==> src/rtl/wp_seq_pkg.sv <==
package wp_seq_pkg;

   // Number of address bits used for command comparison and command data width.
   localparam int CMD_AW = 15;
   localparam int CMD_DW = 8;

   // Load classification presented to the page buffer.
   typedef enum logic [1:0] {
      WK_NONE   = 2'b00,
      WK_CMD    = 2'b01,
      WK_DATA   = 2'b10,
      WK_REJECT = 2'b11
   } wr_kind_e;

   // Distinct command byte patterns.
   localparam int PAT_N     = 5;
   localparam int P_KEY_A   = 0;   // AA at 5555
   localparam int P_KEY_B   = 1;   // 55 at 2AAA
   localparam int P_ARM     = 2;   // A0 at 5555
   localparam int P_DIS_PRE = 3;   // 80 at 5555
   localparam int P_DIS_END = 4;   // 20 at 5555

   // Sequencer progress through the two command sequences.
   typedef enum logic [2:0] {
      SQ_IDLE  = 3'd0,
      SQ_KA    = 3'd1,
      SQ_KB    = 3'd2,
      SQ_DPRE  = 3'd3,
      SQ_DKA   = 3'd4,
      SQ_DKB   = 3'd5
   } seq_step_e;

   function automatic logic [CMD_AW-1:0] pat_addr(input int idx);
      case (idx)
         P_KEY_B: pat_addr = 15'h2AAA;
         default: pat_addr = 15'h5555;
      endcase
   endfunction

   function automatic logic [CMD_DW-1:0] pat_data(input int idx);
      case (idx)
         P_KEY_A:   pat_data = 8'hAA;
         P_KEY_B:   pat_data = 8'h55;
         P_ARM:     pat_data = 8'hA0;
         P_DIS_PRE: pat_data = 8'h80;
         default:   pat_data = 8'h20;
      endcase
   endfunction

endpackage

==> src/rtl/wp_cmd_decode.sv <==
module wp_cmd_decode
   import wp_seq_pkg::*;
#(
   parameter int ADDR_W = 17,
   parameter int DATA_W = 8
) (
   input  logic [ADDR_W-1:0] addr,
   input  logic [DATA_W-1:0] data,
   output logic [PAT_N-1:0]  hit
);

   if (ADDR_W < CMD_AW) begin : g_bad_aw
      $error("wp_cmd_decode: ADDR_W must cover the command address bits");
   end
   if (DATA_W < CMD_DW) begin : g_bad_dw
      $error("wp_cmd_decode: DATA_W must cover the command data bits");
   end

   logic [CMD_AW-1:0] cmp_addr;
   logic [CMD_DW-1:0] cmp_data;

   assign cmp_addr = addr[CMD_AW-1:0];
   assign cmp_data = data[CMD_DW-1:0];

   // Bits above the compared fields take no part in recognition.
   if (ADDR_W > CMD_AW) begin : g_addr_hi
      logic unused_addr_hi;
      assign unused_addr_hi = ^addr[ADDR_W-1:CMD_AW];
   end
   if (DATA_W > CMD_DW) begin : g_data_hi
      logic unused_data_hi;
      assign unused_data_hi = ^data[DATA_W-1:CMD_DW];
   end

   for (genvar p = 0; p < PAT_N; p++) begin : g_pat
      assign hit[p] = (cmp_addr == pat_addr(p)) && (cmp_data == pat_data(p));
   end

endmodule

==> src/rtl/wp_load_window.sv <==
module wp_load_window #(
   parameter int LOAD_GAP = 8
) (
   input  logic clk,
   input  logic rst_n,
   input  logic wr_valid,
   output logic closed
);

   if (LOAD_GAP < 2) begin : g_bad_gap
      $error("wp_load_window: LOAD_GAP must be at least 2");
   end

   localparam int CNT_W = (LOAD_GAP > 2) ? $clog2(LOAD_GAP) : 1;
   localparam logic [CNT_W-1:0] LAST = CNT_W'(LOAD_GAP - 1);

   logic             open_q;
   logic [CNT_W-1:0] idle_q;

   assign closed = open_q && !wr_valid && (idle_q == LAST);

   always_ff @(posedge clk or negedge rst_n) begin
      if (!rst_n) begin
         open_q <= 1'b0;
         idle_q <= '0;
      end else if (wr_valid) begin
         open_q <= 1'b1;
         idle_q <= '0;
      end else if (closed) begin
         open_q <= 1'b0;
         idle_q <= '0;
      end else if (open_q) begin
         idle_q <= idle_q + 1'b1;
      end
   end

   assert_close_single_R8: assert property (@(posedge clk) disable iff (!rst_n)
      closed |=> !closed);
   assert_load_restarts_R8: assert property (@(posedge clk) disable iff (!rst_n)
      wr_valid |=> !closed);

endmodule

==> src/rtl/wp_protect_flag.sv <==
module wp_protect_flag #(
   parameter bit PROT_INIT = 1'b0
) (
   input  logic clk,
   input  logic rst_n,
   input  logic arm_set,
   input  logic clr_set,
   input  logic prog_done,
   output logic prot
);

   logic pend_arm_q;
   logic pend_clr_q;
   logic prot_q;

   assign prot = prot_q;

   always_ff @(posedge clk or negedge rst_n) begin
      if (!rst_n) begin
         pend_arm_q <= 1'b0;
         pend_clr_q <= 1'b0;
         prot_q     <= PROT_INIT;
      end else begin
         // Pending requests retire on prog_done; requests raised in the
         // same cycle wait for the following period end.
         pend_arm_q <= (pend_arm_q && !prog_done) || arm_set;
         pend_clr_q <= (pend_clr_q && !prog_done) || clr_set;
         if (prog_done) begin
            if (pend_arm_q)      prot_q <= 1'b1;
            else if (pend_clr_q) prot_q <= 1'b0;
         end
      end
   end

   assert_prot_hold_R9: assert property (@(posedge clk) disable iff (!rst_n)
      !prog_done |=> $stable(prot_q));
   assert_arm_applies_R2: assert property (@(posedge clk) disable iff (!rst_n)
      (prog_done && pend_arm_q) |=> prot_q);
   assert_clr_applies_R3: assert property (@(posedge clk) disable iff (!rst_n)
      (prog_done && pend_clr_q && !pend_arm_q) |=> !prot_q);
   assert_single_request_R11: assert property (@(posedge clk) disable iff (!rst_n)
      !(arm_set && clr_set));

endmodule

==> src/rtl/wp_cmd_sequencer.sv <==
module wp_cmd_sequencer
   import wp_seq_pkg::*;
#(
   parameter int ADDR_W    = 17,
   parameter int DATA_W    = 8,
   parameter int LOAD_GAP  = 8,
   parameter bit PROT_INIT = 1'b0
) (
   input  logic              clk,
   input  logic              rst_n,
   input  logic              wr_valid,
   input  logic [ADDR_W-1:0] wr_addr,
   input  logic [DATA_W-1:0] wr_data,
   input  logic              prog_done,
   output logic [1:0]        wr_kind,
   output logic              protect_on,
   output logic              load_closed
);

   logic [PAT_N-1:0] hit;
   seq_step_e        step_q, step_d;
   logic             auth_q, auth_d;
   logic             advance;
   logic             arm_set, clr_set;
   wr_kind_e         kind;

   wp_cmd_decode #(.ADDR_W(ADDR_W), .DATA_W(DATA_W)) decode_i (
      .addr (wr_addr),
      .data (wr_data),
      .hit  (hit)
   );

   wp_load_window #(.LOAD_GAP(LOAD_GAP)) window_i (
      .clk      (clk),
      .rst_n    (rst_n),
      .wr_valid (wr_valid),
      .closed   (load_closed)
   );

   wp_protect_flag #(.PROT_INIT(PROT_INIT)) flag_i (
      .clk       (clk),
      .rst_n     (rst_n),
      .arm_set   (arm_set),
      .clr_set   (clr_set),
      .prog_done (prog_done),
      .prot      (protect_on)
   );

   // Next expected command byte for the current step.
   always_comb begin
      advance = 1'b0;
      step_d  = SQ_IDLE;
      arm_set = 1'b0;
      clr_set = 1'b0;
      case (step_q)
         SQ_IDLE: begin advance = hit[P_KEY_A]; step_d = SQ_KA; end
         SQ_KA:   begin advance = hit[P_KEY_B]; step_d = SQ_KB; end
         SQ_KB: begin
            if (hit[P_ARM]) begin
               advance = 1'b1;
               step_d  = SQ_IDLE;
               arm_set = wr_valid && !auth_q;
            end else if (hit[P_DIS_PRE]) begin
               advance = 1'b1;
               step_d  = SQ_DPRE;
            end
         end
         SQ_DPRE: begin advance = hit[P_KEY_A]; step_d = SQ_DKA; end
         SQ_DKA:  begin advance = hit[P_KEY_B]; step_d = SQ_DKB; end
         SQ_DKB: begin
            advance = hit[P_DIS_END];
            step_d  = SQ_IDLE;
            clr_set = wr_valid && !auth_q && hit[P_DIS_END];
         end
         default: advance = 1'b0;
      endcase
      if (!advance) step_d = SQ_IDLE;
   end

   always_comb begin
      if (!wr_valid)    kind = WK_NONE;
      else if (auth_q)  kind = WK_DATA;
      else if (advance) kind = WK_CMD;
      else if (protect_on) kind = WK_REJECT;
      else              kind = WK_DATA;
   end

   assign wr_kind = kind;

   always_comb begin
      auth_d = auth_q;
      if (load_closed)               auth_d = 1'b0;
      else if (arm_set || clr_set)   auth_d = 1'b1;
   end

   always_ff @(posedge clk or negedge rst_n) begin
      if (!rst_n) begin
         step_q <= SQ_IDLE;
         auth_q <= 1'b0;
      end else begin
         auth_q <= auth_d;
         if (load_closed)                 step_q <= SQ_IDLE;
         else if (wr_valid && !auth_q)    step_q <= step_d;
      end
   end

   assert_reject_needs_prot_R5: assert property (@(posedge clk) disable iff (!rst_n)
      (wr_kind == WK_REJECT) |-> protect_on);
   assert_auth_never_rejects_R10: assert property (@(posedge clk) disable iff (!rst_n)
      auth_q |-> (wr_kind != WK_REJECT));
   assert_cmd_progress_R2: assert property (@(posedge clk) disable iff (!rst_n)
      (wr_kind == WK_CMD) |=> ((step_q != SQ_IDLE) || auth_q));
   assert_close_clears_R8: assert property (@(posedge clk) disable iff (!rst_n)
      load_closed |=> ((step_q == SQ_IDLE) && !auth_q));
   assert_pattern_exclusive_R4: assert property (@(posedge clk) disable iff (!rst_n)
      $onehot0(hit));
   assert_idle_no_kind_R1: assert property (@(posedge clk) disable iff (!rst_n)
      !wr_valid |-> (wr_kind == WK_NONE));

endmodule

==> config.mk <==
export PLATFORM = sky130hd
export DESIGN_NAME = wp_cmd_sequencer
export DESIGN_NICKNAME = d
export VERILOG_FILES = /design/src/rtl/wp_seq_pkg.sv /design/src/rtl/wp_cmd_decode.sv /design/src/rtl/wp_load_window.sv /design/src/rtl/wp_protect_flag.sv /design/src/rtl/wp_cmd_sequencer.sv
export SDC_FILE = /design/constraint.sdc
export NUM_CORES = 1
export LEC_CHECK = 0
export ABC_AREA = 1
export BUFFER_PORTS_ARGS = -buffer_cell sky130_fd_sc_hd__buf_4
export CELL_PAD_IN_SITES_DETAIL_PLACEMENT = 0
export CELL_PAD_IN_SITES_GLOBAL_PLACEMENT = 1
export CORE_UTILIZATION = 34
export CTS_BUF_LIST = sky130_fd_sc_hd__clkbuf_16
export DETAILED_ROUTE_END_ITERATION = 10
export PLACE_DENSITY = 0.85
export SLEW_MARGIN = 10
export SYNTH_ARGS = -nofsm -noshare
export SYNTH_HDL_FRONTEND = slang
export SYNTH_SLANG_ARGS = --single-unit
==> constraint.sdc <==
create_clock -name clk -period 2.35 [get_ports clk]
set_input_delay 0.1175 -clock clk [delete_from_list [all_inputs] [get_ports clk]]
set_output_delay 0.1175 -clock clk [all_outputs]
set_load 0.01 [all_outputs]
==> flow_metrics.env, run 1 <==
export IMPL_cts_htree_levels=1
export IMPL_synth_top_area_frac=0.284
export IMPL_gr_total_overflow=0
export IMPL_start_kind="register"
export IMPL_hold_viol_final=0
export IMPL_ys_seq_area_frac=0.284
export IMPL_ant_nets=0
export IMPL_syn_nets=204
export IMPL_grt_pass1_vias=1054
export IMPL_max_vdd_ir_drop_v=0.000398
export IMPL_dieArea_sq_um=3070
export IMPL_critPathMaxFanout=4
export IMPL_hp_class="input pin to register"
export IMPL_drtPass1Iterations=4
export IMPL_drc_errors=0
export IMPL_via_per_inst=4.59
export IMPL_clockPowerShare=0.497
export IMPL_vias=1098
export IMPL_cpPeakStageDelay_ps=410
export IMPL_fin_tns_setup_ps=0
export IMPL_routedWlPerCell_microns=9.54
export IMPL_syn_area_sq_um=971
export IMPL_fin_nets=240
export IMPL_synth_ff_latch_count=11
export IMPL_p_comb_frac=0.165
export IMPL_worstPathArrival_ps=1560
export IMPL_worst_hold_path_endpoint="flag_i.pend_arm_q"
export IMPL_die_w_microns=55.4
export IMPL_worst_pin_slew_ps=304
export IMPL_area_growth_pct=36.3
export IMPL_grt_max_degree=12
export IMPL_postCtsHoldBufs=1
export IMPL_setup_ws_ps=676
export IMPL_r2r_end="step_q[0]"
export IMPL_max_slew_margin_rel=0.797
export IMPL_fin_crit_ps=1670
export IMPL_final_common_cell="nand2_1"
export IMPL_antenna_cells=0
export IMPL_dr_first_iter_drc_count=26
export IMPL_fin_crit_sh=0.712
export IMPL_gr_usage_all_layers=0.165
export IMPL_p_seq_frac=0.339
export IMPL_totalWireLength_microns=2280
export IMPL_crit_buf_inv=2
export IMPL_finalSetupViolCount=0
export IMPL_maxCapViolCount=0
export IMPL_cp_slowest_cell="dfrtp_1"
export IMPL_hold_depth=2
export IMPL_die_y_microns=55.4
export IMPL_crit_path_cell_trace="inv_1 > nand2_1 > nor2_1 > nand2_1 > nor2_1 > nand2_1 > nand2_1 > nor2_2 > nand2_2 > a21oi_2 > buf_4"
export IMPL_dp_slack_ps=918
export IMPL_synth_area_leaders="dfrtp_1 28%, nand2_1 24%, inv_1 14%"
export IMPL_path_class="register to primary output"
export IMPL_cts_tree="yes"
export IMPL_clock_sinks=11
export IMPL_layout_drive_gt1_share=0.202
export IMPL_ys_warn_count=0
export IMPL_insertion_delay_ps=240
export IMPL_grt_pass1_wl_microns=4090
export IMPL_clk_pin_slew_ps=40
export IMPL_synth_top_cell_by_area="dfrtp_1"
export IMPL_synth_area_per_cell_sq_um=5.61
export IMPL_r2r_start="step_q[1]"
export IMPL_internal_power_uw=472
export IMPL_fin_skew_ps=1.64
export IMPL_cts_setup_buffers=0
export IMPL_drv_slew=0
export IMPL_r2r_setup_slack_ps=1040
export IMPL_port_buffers=30
export IMPL_status="complete, no violations"
export IMPL_p_sw_frac=0.221
export IMPL_endpoint_kind="primary output"
export IMPL_synth_cell_types=18
export IMPL_r2r_cells=11
export IMPL_p_switching_uw=134
export IMPL_hp_start="prog_done"
export IMPL_cts_root_buf="clkbuf_16"
export IMPL_start_util=0.355
export IMPL_num_io_pins=33
export IMPL_required_ps=2230
export IMPL_cts_buffers=3
export IMPL_crit_top_cell="nand2_1"
export IMPL_cts_resized=0
export IMPL_crit_family="simple AND/OR/NAND/NOR gates"
export IMPL_syn_inst=173
export IMPL_p_per_area_nw_per_um2=458
export IMPL_gp_congestion=0.785
export IMPL_total_power_uw=606
export IMPL_antenna_found_initial=0
export IMPL_rsz0062_at_grt="no"
export IMPL_final_cell_mix="61 x nand2_1, 38 x inv_1, 30 x buf_4, 27 x nor2_1, 11 x dfrtp_1"
export IMPL_core_area_sq_um=2730
export IMPL_rows=19
export IMPL_dp_hpwl_microns=1940
export IMPL_cellLeakagePower_uw=0.000733
export IMPL_max_freq_mhz=598
export IMPL_clock_path_buffers=2
[kinds of logic after synthesis]
family,share of synthesized area
AOI/OAI and AO/OA,0.0735
adders and majority gates,0.0258
buffers and inverters,0.147
DFF,0.284
and+or+nand+nor,0.470
[worst reg2reg max path, stage by stage, from the launching register on]
cell	delay [ps]
dfrtp_1	390
inv_1	90
nand2_1	110
nand2_1	60
nand2_1	60
nor2_1	40
nand2_1	50
nand2_1	50
nor2_2	120
nand2_2	100
nand2_1	80
nand2_1	50
[state kept, by name, indices dropped and copies added (netlist names)]
signal / flops
window_i.idle_q: 3
flag_i.pend_arm_q: 1
flag_i.pend_clr_q: 1
step_q: 3
flag_i.prot: 1
window_i.open_q: 1
auth_q: 1
[power by group through the flow]
stage	sequential [uW]	combinational, uW	clock [uW]
after floorplan	207	40.3	0
after global placement	207	96.0	0
after detailed placement	208	99.6	0
after CTS	205	101	313
after global routing	206	115	318
final	205	99.8	301
[per-stage QoR]
step	instance area (sq um)	utilization	hold slack, ps	instances
after floorplan	971	-	-178	173
after detailed placement	1230	0.452	-38.1	234
after global routing	1320	0.484	83.7	239
final	1320	0.484	76.1	239
after global placement	1230	0.452	-44.5	234
after CTS	1320	0.484	71.5	239
[routing by layer]
metal | vias up | track usage | part of all wire
met3 | 5 | 0.0328 | 0.043
met2 | 26 | 0.296 | 0.48
met4 | 0 | 0.0643 | 0.016
met1 | 479 | 0.191 | 0.46
met5 | - | 0 | 0
li1 | 588 | - | -
[cell usage after synthesis]
library cell and count:
nand3_1 9, nor2_1 27, nand2_2 3, nand3_2 1, nor4_1 1, a21oi_1 4, nor2_2 2, o211ai_1 1
o21ai_0 7, nand2_1 61, ha_1 2, dfrtp_1 11, inv_2 1, nand4_1 3, inv_1 37, nor3_2 1
a21oi_2 1, nor3_1 1
[worst max-delay path by stage]
stage,endpoint,depth (start not counted),start,slack (ps)
floorplan,wr_kind[0],11,step_q[1],1110
global placement,wr_kind[1],11,step_q[1],920
detailed placement,wr_kind[1],11,step_q[1],920
CTS,wr_kind[1],11,step_q[1],660
global route,wr_kind[1],11,step_q[1],470
finish,wr_kind[1],11,step_q[1],680
[final cells by class]
class                      instances  area, sq um
fill                             303         1410
multi-input combinational        124          553
sequential                        11          275
timing repair buffer              31          235
inverter                          38          143
clock buffer                       3         75.1
tap                               31         38.8
clock inverter                     1         3.75
No activity file was read; power rests on OpenSTA's default activity.
==> run 2: changes to the inputs <==
--- a/config.mk
+++ b/config.mk
@@ -9,10 +9,10 @@
 export BUFFER_PORTS_ARGS = -buffer_cell sky130_fd_sc_hd__buf_4
 export CELL_PAD_IN_SITES_DETAIL_PLACEMENT = 0
 export CELL_PAD_IN_SITES_GLOBAL_PLACEMENT = 1
-export CORE_UTILIZATION = 34
+export CORE_UTILIZATION = 29
 export CTS_BUF_LIST = sky130_fd_sc_hd__clkbuf_16
 export DETAILED_ROUTE_END_ITERATION = 10
-export PLACE_DENSITY = 0.85
+export PLACE_DENSITY = 0.78
 export SLEW_MARGIN = 10
 export SYNTH_ARGS = -nofsm -noshare
 export SYNTH_HDL_FRONTEND = slang
==> constraint.sdc (replaced) <==
create_clock -name clk -period 1.4 [get_ports clk]
set_input_delay 0.07 -clock clk [delete_from_list [all_inputs] [get_ports clk]]
set_output_delay 0.07 -clock clk [all_outputs]
set_load 0.01 [all_outputs]
==> flow_metrics.env, run 2 (same netlist as run 1, synthesis figures left out) <==
export IMPL_status="finished, violations left"
export IMPL_failed_checks="negative setup slack"
export IMPL_r2r_start="step_q[0]"
export IMPL_num_io_pins=33
export IMPL_fin_crit_ps=1600
export IMPL_max_freq_mhz=626
export IMPL_die_y_microns=59.9
export IMPL_setup_ws_ps=-196
export IMPL_clock_path_buffers=2
export IMPL_r2r_cells=10
export IMPL_final_cells=263
export IMPL_p_seq_frac=0.335
export IMPL_gr_usage_all_layers=0.146
export IMPL_r2r_setup_slack_ps=20
export IMPL_hold_viol_final=0
export IMPL_hp_start="prog_done"
export IMPL_p_comb_frac=0.168
export IMPL_fin_nets=251
export IMPL_dp_slack_ps=18.0
export IMPL_cts_htree_levels=1
export IMPL_p_switching_uw=229
export IMPL_worstPathArrival_ps=1530
export IMPL_cts_root_buf="clkbuf_16"
export IMPL_via_per_inst=4.28
export IMPL_rsz0062_at_grt="yes"
export IMPL_hold_depth=2
export IMPL_final_common_cell="nand2_1"
export IMPL_required_ps=1330
export IMPL_hp_class="input pin to register"
export IMPL_drv_slew=0
export IMPL_start_kind="register"
export IMPL_gp_congestion=0.804
export IMPL_clk_pin_slew_ps=40
export IMPL_total_power_uw=1030
export IMPL_antenna_found_initial=0
export IMPL_drtPass1Iterations=5
export IMPL_grt_max_degree=12
export IMPL_layout_drive_gt1_share=0.320
export IMPL_routedWlPerCell_microns=9.36
export IMPL_reg_top3="step_q: 3 flops, window_i.idle_q: 3 flops"
export IMPL_maxCapViolCount=0
export IMPL_fillers=339
export IMPL_cts_buffers=3
export IMPL_dp_cells=249
export IMPL_gr_total_overflow=0
export IMPL_max_slew_margin_rel=0.769
export IMPL_core_area_sq_um=3100
export IMPL_p_per_area_nw_per_um2=689
export IMPL_die_w_microns=59.9
export IMPL_worst_pin_slew_ps=345
export IMPL_dieArea_sq_um=3580
export IMPL_critPathMaxFanout=4
export IMPL_start_util=0.313
export IMPL_grt_pass1_wl_microns=3930
export IMPL_worst_hold_path_endpoint="flag_i.pend_clr_q"
export IMPL_area_growth_pct=53.4
export IMPL_fin_skew_ps=1.11
export IMPL_max_vdd_ir_drop_v=0.000599
export IMPL_endpoint_kind="primary output"
export IMPL_totalWireLength_microns=2460
export IMPL_clock_sinks=11
export IMPL_path_class="register to primary output"
export IMPL_finalSetupViolCount=2
export IMPL_port_buffers=30
export IMPL_fin_tns_setup_ps=-390
export IMPL_vias=1125
export IMPL_ant_nets=0
export IMPL_internal_power_uw=796
export IMPL_drc_errors=0
export IMPL_cellLeakagePower_uw=0.000808
export IMPL_startpoint="step_q[0]"
export IMPL_final_cell_mix="55 x nand2_1, 40 x buf_4, 34 x inv_1, 25 x nor2_1, 9 x dfrtp_1"
export IMPL_antenna_cells=0
export IMPL_rows=20
export IMPL_grt_pass1_vias=1028
export IMPL_insertion_delay_ps=240
export IMPL_fin_crit_sh=1.14
export IMPL_hold_slack_ps=35.0
export IMPL_dp_hpwl_microns=1990
export IMPL_r2r_end="step_q[1]"
export IMPL_clockPowerShare=0.498
export IMPL_dr_first_iter_drc_count=21
export IMPL_cts_tree="yes"
export IMPL_p_sw_frac=0.224
run 2: per-layer routing:
layer | GRT usage | share of wire | up-vias
met5 | 0 | 0 | -
met1 | 0.171 | 0.45 | 473
li1 | - | - | 613
met4 | 0.0930 | 0.035 | 0
met3 | 0.0216 | 0.046 | 11
met2 | 0.248 | 0.47 | 28
run 2: area by class of cell:
cell class,instances,area [sq um],share of cell area
Clock buffer,3,75.1,0.0504
Clock inverter,1,3.75,0.00252
Inverter,38,148,0.0992
Multi-Input combinational cell,124,608,0.408
Sequential cell,11,278,0.187
Tap cell,44,55.1,0.0370
Timing Repair Buffer,42,322,0.216
run 2: per-stage QoR:
step                utilization  area [sq um]
floorplan                     -           971
global placement          0.408          1270
detailed placement        0.408          1270
CTS                       0.448          1390
global route              0.480          1490
finish                    0.480          1490
run 2: what timing repair did:
item                                    4_1_cts  5_1_grt
pin swaps                                     4        5
endpoints found under the setup margin        2        6
hold buffers                                  1        0
gates resized for setup                       4       20
endpoints found under the hold margin        11        0
setup buffers                                 4        6
run 2: worst max-delay path by stage:
| stage | end | slack [ps] | depth (start not counted) |
|---|---|---|---|
| finish | wr_kind[0] | -200 | 10 |
| global route | wr_kind[0] | -320 | 10 |
| CTS | wr_kind[0] | -190 | 10 |
| detailed placement | wr_kind[1] | 20 | 11 |
| global placement | wr_kind[1] | 20 | 11 |
| floorplan | wr_kind[0] | 210 | 11 |
run 2: critical path, stage by stage, from the launching register on:
cell,delay [ps]
dfrtp_2,440
inv_2,90
nand2_4,60
a21oi_2,140
nand3_1,90
nor2_2,130
nor2_2,50
nand3_1,60
nand2_1,50
inv_1,60
buf_4,110
run 2: power by group through the flow:
stage	registers (uW)	logic, uW	clock network, uW
2_1_floorplan	348	67.7	0
3_3_place_gp	348	163	0
3_5_place_dp	348	167	0
4_1_cts	344	169	522
5_1_grt	345	196	541
6_report	343	172	510
==> run 3: changes to the inputs <==
--- a/config.mk
+++ b/config.mk
@@ -9,6 +9,7 @@
 export BUFFER_PORTS_ARGS = -buffer_cell sky130_fd_sc_hd__buf_4
 export CELL_PAD_IN_SITES_DETAIL_PLACEMENT = 0
 export CELL_PAD_IN_SITES_GLOBAL_PLACEMENT = 1
+export CORE_ASPECT_RATIO = 1.1
 export CORE_UTILIZATION = 29
 export CTS_BUF_LIST = sky130_fd_sc_hd__clkbuf_16
 export DETAILED_ROUTE_END_ITERATION = 10
==> flow_metrics.env, run 3 (same netlist as run 1, synthesis figures left out) <==
export IMPL_final_common_cell="nand2_1"
export IMPL_dp_slack_ps=4.88
export IMPL_area_growth_pct=46.8
export IMPL_totalWireLength_microns=2430
export IMPL_core_area_sq_um=3130
export IMPL_hp_class="input pin to register"
export IMPL_rows=21
export IMPL_cts_htree_levels=1
export IMPL_gp_congestion=0.831
export IMPL_gr_usage_all_layers=0.147
export IMPL_num_io_pins=33
export IMPL_cts_tree="yes"
export IMPL_startpoint="step_q[0]"
export IMPL_total_power_uw=1010
export IMPL_fillers=352
export IMPL_grt_max_degree=12
export IMPL_critPathMaxFanout=4
export IMPL_reg_top3="step_q: 3 flops, window_i.idle_q: 3 flops"
export IMPL_fin_skew_ps=0.551
export IMPL_hp_start="prog_done"
export IMPL_clock_path_buffers=2
export IMPL_fin_crit_sh=1.13
export IMPL_path_class="register to primary output"
export IMPL_final_cell_mix="59 x nand2_1, 39 x buf_4, 34 x inv_1, 26 x nor2_1, 10 x dfrtp_1"
export IMPL_cts_root_buf="clkbuf_16"
export IMPL_die_w_microns=57.2
export IMPL_routedWlPerCell_microns=9.65
export IMPL_cts_buffers=3
export IMPL_worst_pin_slew_ps=301
export IMPL_dieArea_sq_um=3580
export IMPL_cellLeakagePower_uw=0.000800
export IMPL_endpoint_kind="primary output"
export IMPL_final_cells=252
export IMPL_rsz0062_at_grt="yes"
export IMPL_port_buffers=30
export IMPL_ant_nets=0
export IMPL_dr_first_iter_drc_count=63
export IMPL_setup_ws_ps=-179
export IMPL_antenna_found_initial=0
export IMPL_drv_slew=0
export IMPL_fin_crit_ps=1580
export IMPL_worstPathArrival_ps=1510
export IMPL_hold_viol_final=0
export IMPL_die_y_microns=62.7
export IMPL_drc_errors=4
export IMPL_p_per_area_nw_per_um2=711
export IMPL_start_kind="register"
export IMPL_max_slew_margin_rel=0.798
export IMPL_start_util=0.311
export IMPL_required_ps=1330
export IMPL_maxCapViolCount=0
export IMPL_vias=1124
export IMPL_clock_sinks=11
export IMPL_grt_pass1_vias=1108
export IMPL_dp_hpwl_microns=1950
export IMPL_r2r_setup_slack_ps=-100
export IMPL_grt_pass1_wl_microns=4220
export IMPL_gr_total_overflow=0
export IMPL_layout_drive_gt1_share=0.275
export IMPL_dp_cells=239
export IMPL_clk_pin_slew_ps=40
export IMPL_r2r_start="step_q[1]"
export IMPL_max_freq_mhz=633
export IMPL_via_per_inst=4.46
export IMPL_drtPass1Iterations=7
export IMPL_failed_checks="design-rule violations, negative setup slack"
export IMPL_finalSetupViolCount=5
export IMPL_insertion_delay_ps=230
export IMPL_status="finished, violations left"
export IMPL_fin_nets=250
export IMPL_antenna_cells=0
export IMPL_max_vdd_ir_drop_v=0.00116
run 3: cell types whose count changed in the layout (fill, tap and decap cells not counted), sizes merged:
cell  previous run  this run
buf             41        40
run 3: through the flow:
step / cell area (sq um) / util / hold slack, ps / TNS (ps)
floorplan: 971 / - / -226 / 0
global placement: 1250 / 0.401 / -91.9 / 0
global route: 1430 / 0.456 / 60.9 / -1330
detailed placement: 1250 / 0.401 / -87.5 / 0
CTS: 1360 / 0.435 / 44.6 / -381
finish: 1430 / 0.456 / 43.2 / -662
run 3: critical path, cell delays in order, from the launching register on:
cell	delay (ps)
dfrtp_1	420
inv_2	100
nand2_4	70
a21oi_1	140
nand3_1	100
nor2_1	120
nor2_2	60
nand2_2	70
a21oi_2	50
buf_4	140
run 3: area by class of cell:
cell class,count,area [sq um],share of cell area
Inverter,38,143,0.100
Multi-Input combinational cell,124,571,0.400
Clock buffer,3,75.1,0.0527
Timing Repair Buffer,41,314,0.220
Clock inverter,1,3.75,0.00263
Tap cell,34,42.5,0.0299
Sequential cell,11,277,0.194
run 3: repair_timing:
item                                    in CTS  in global routing
endpoints found under the setup margin       2                  6
resized for setup                            3                  8
hold buffers                                 1                  0
pin swaps                                    2                  5
endpoints found under the hold margin       11                  0
buffers inserted                             2                  6
run 3: path summary, 6_finish.rpt:
| path | endpoint | cells past startpoint |
|---|---|---|
| setup / recovery | wr_kind[1] | 9 |
| hold / removal | flag_i.pend_arm_q | 2 |
| setup reg to reg | step_q[0] | 11 |
| hold reg to reg | window_i.idle_q[2] | 2 |
| max in group asynchronous | step_q[2] | 2 |
| min in group asynchronous | window_i.idle_q[2] | 2 |
run 3: layer usage:
layer | part of all wire | global-route usage | up-vias | routed length, microns
li1 | - | - | 609 | -
met1 | 0.42 | 0.162 | 489 | 1010
met2 | 0.53 | 0.281 | 24 | 1280
met3 | 0.047 | 0.0186 | 2 | 115
met4 | 0.0078 | 0.0518 | 0 | 19
met5 | 0 | 0 | - | 0
run 3: power by group:
| part | total, uW | switching, uW | leakage (uW) | internal [uW] |
|---|---|---|---|---|
| registers | 344 | 10.7 | 0.000139 | 334 |
| clock network | 502 | 128 | 0.0000423 | 374 |
| logic | 167 | 82.2 | 0.000618 | 85.3 |
| total | 1010 | 221 | 0.000800 | 793 |
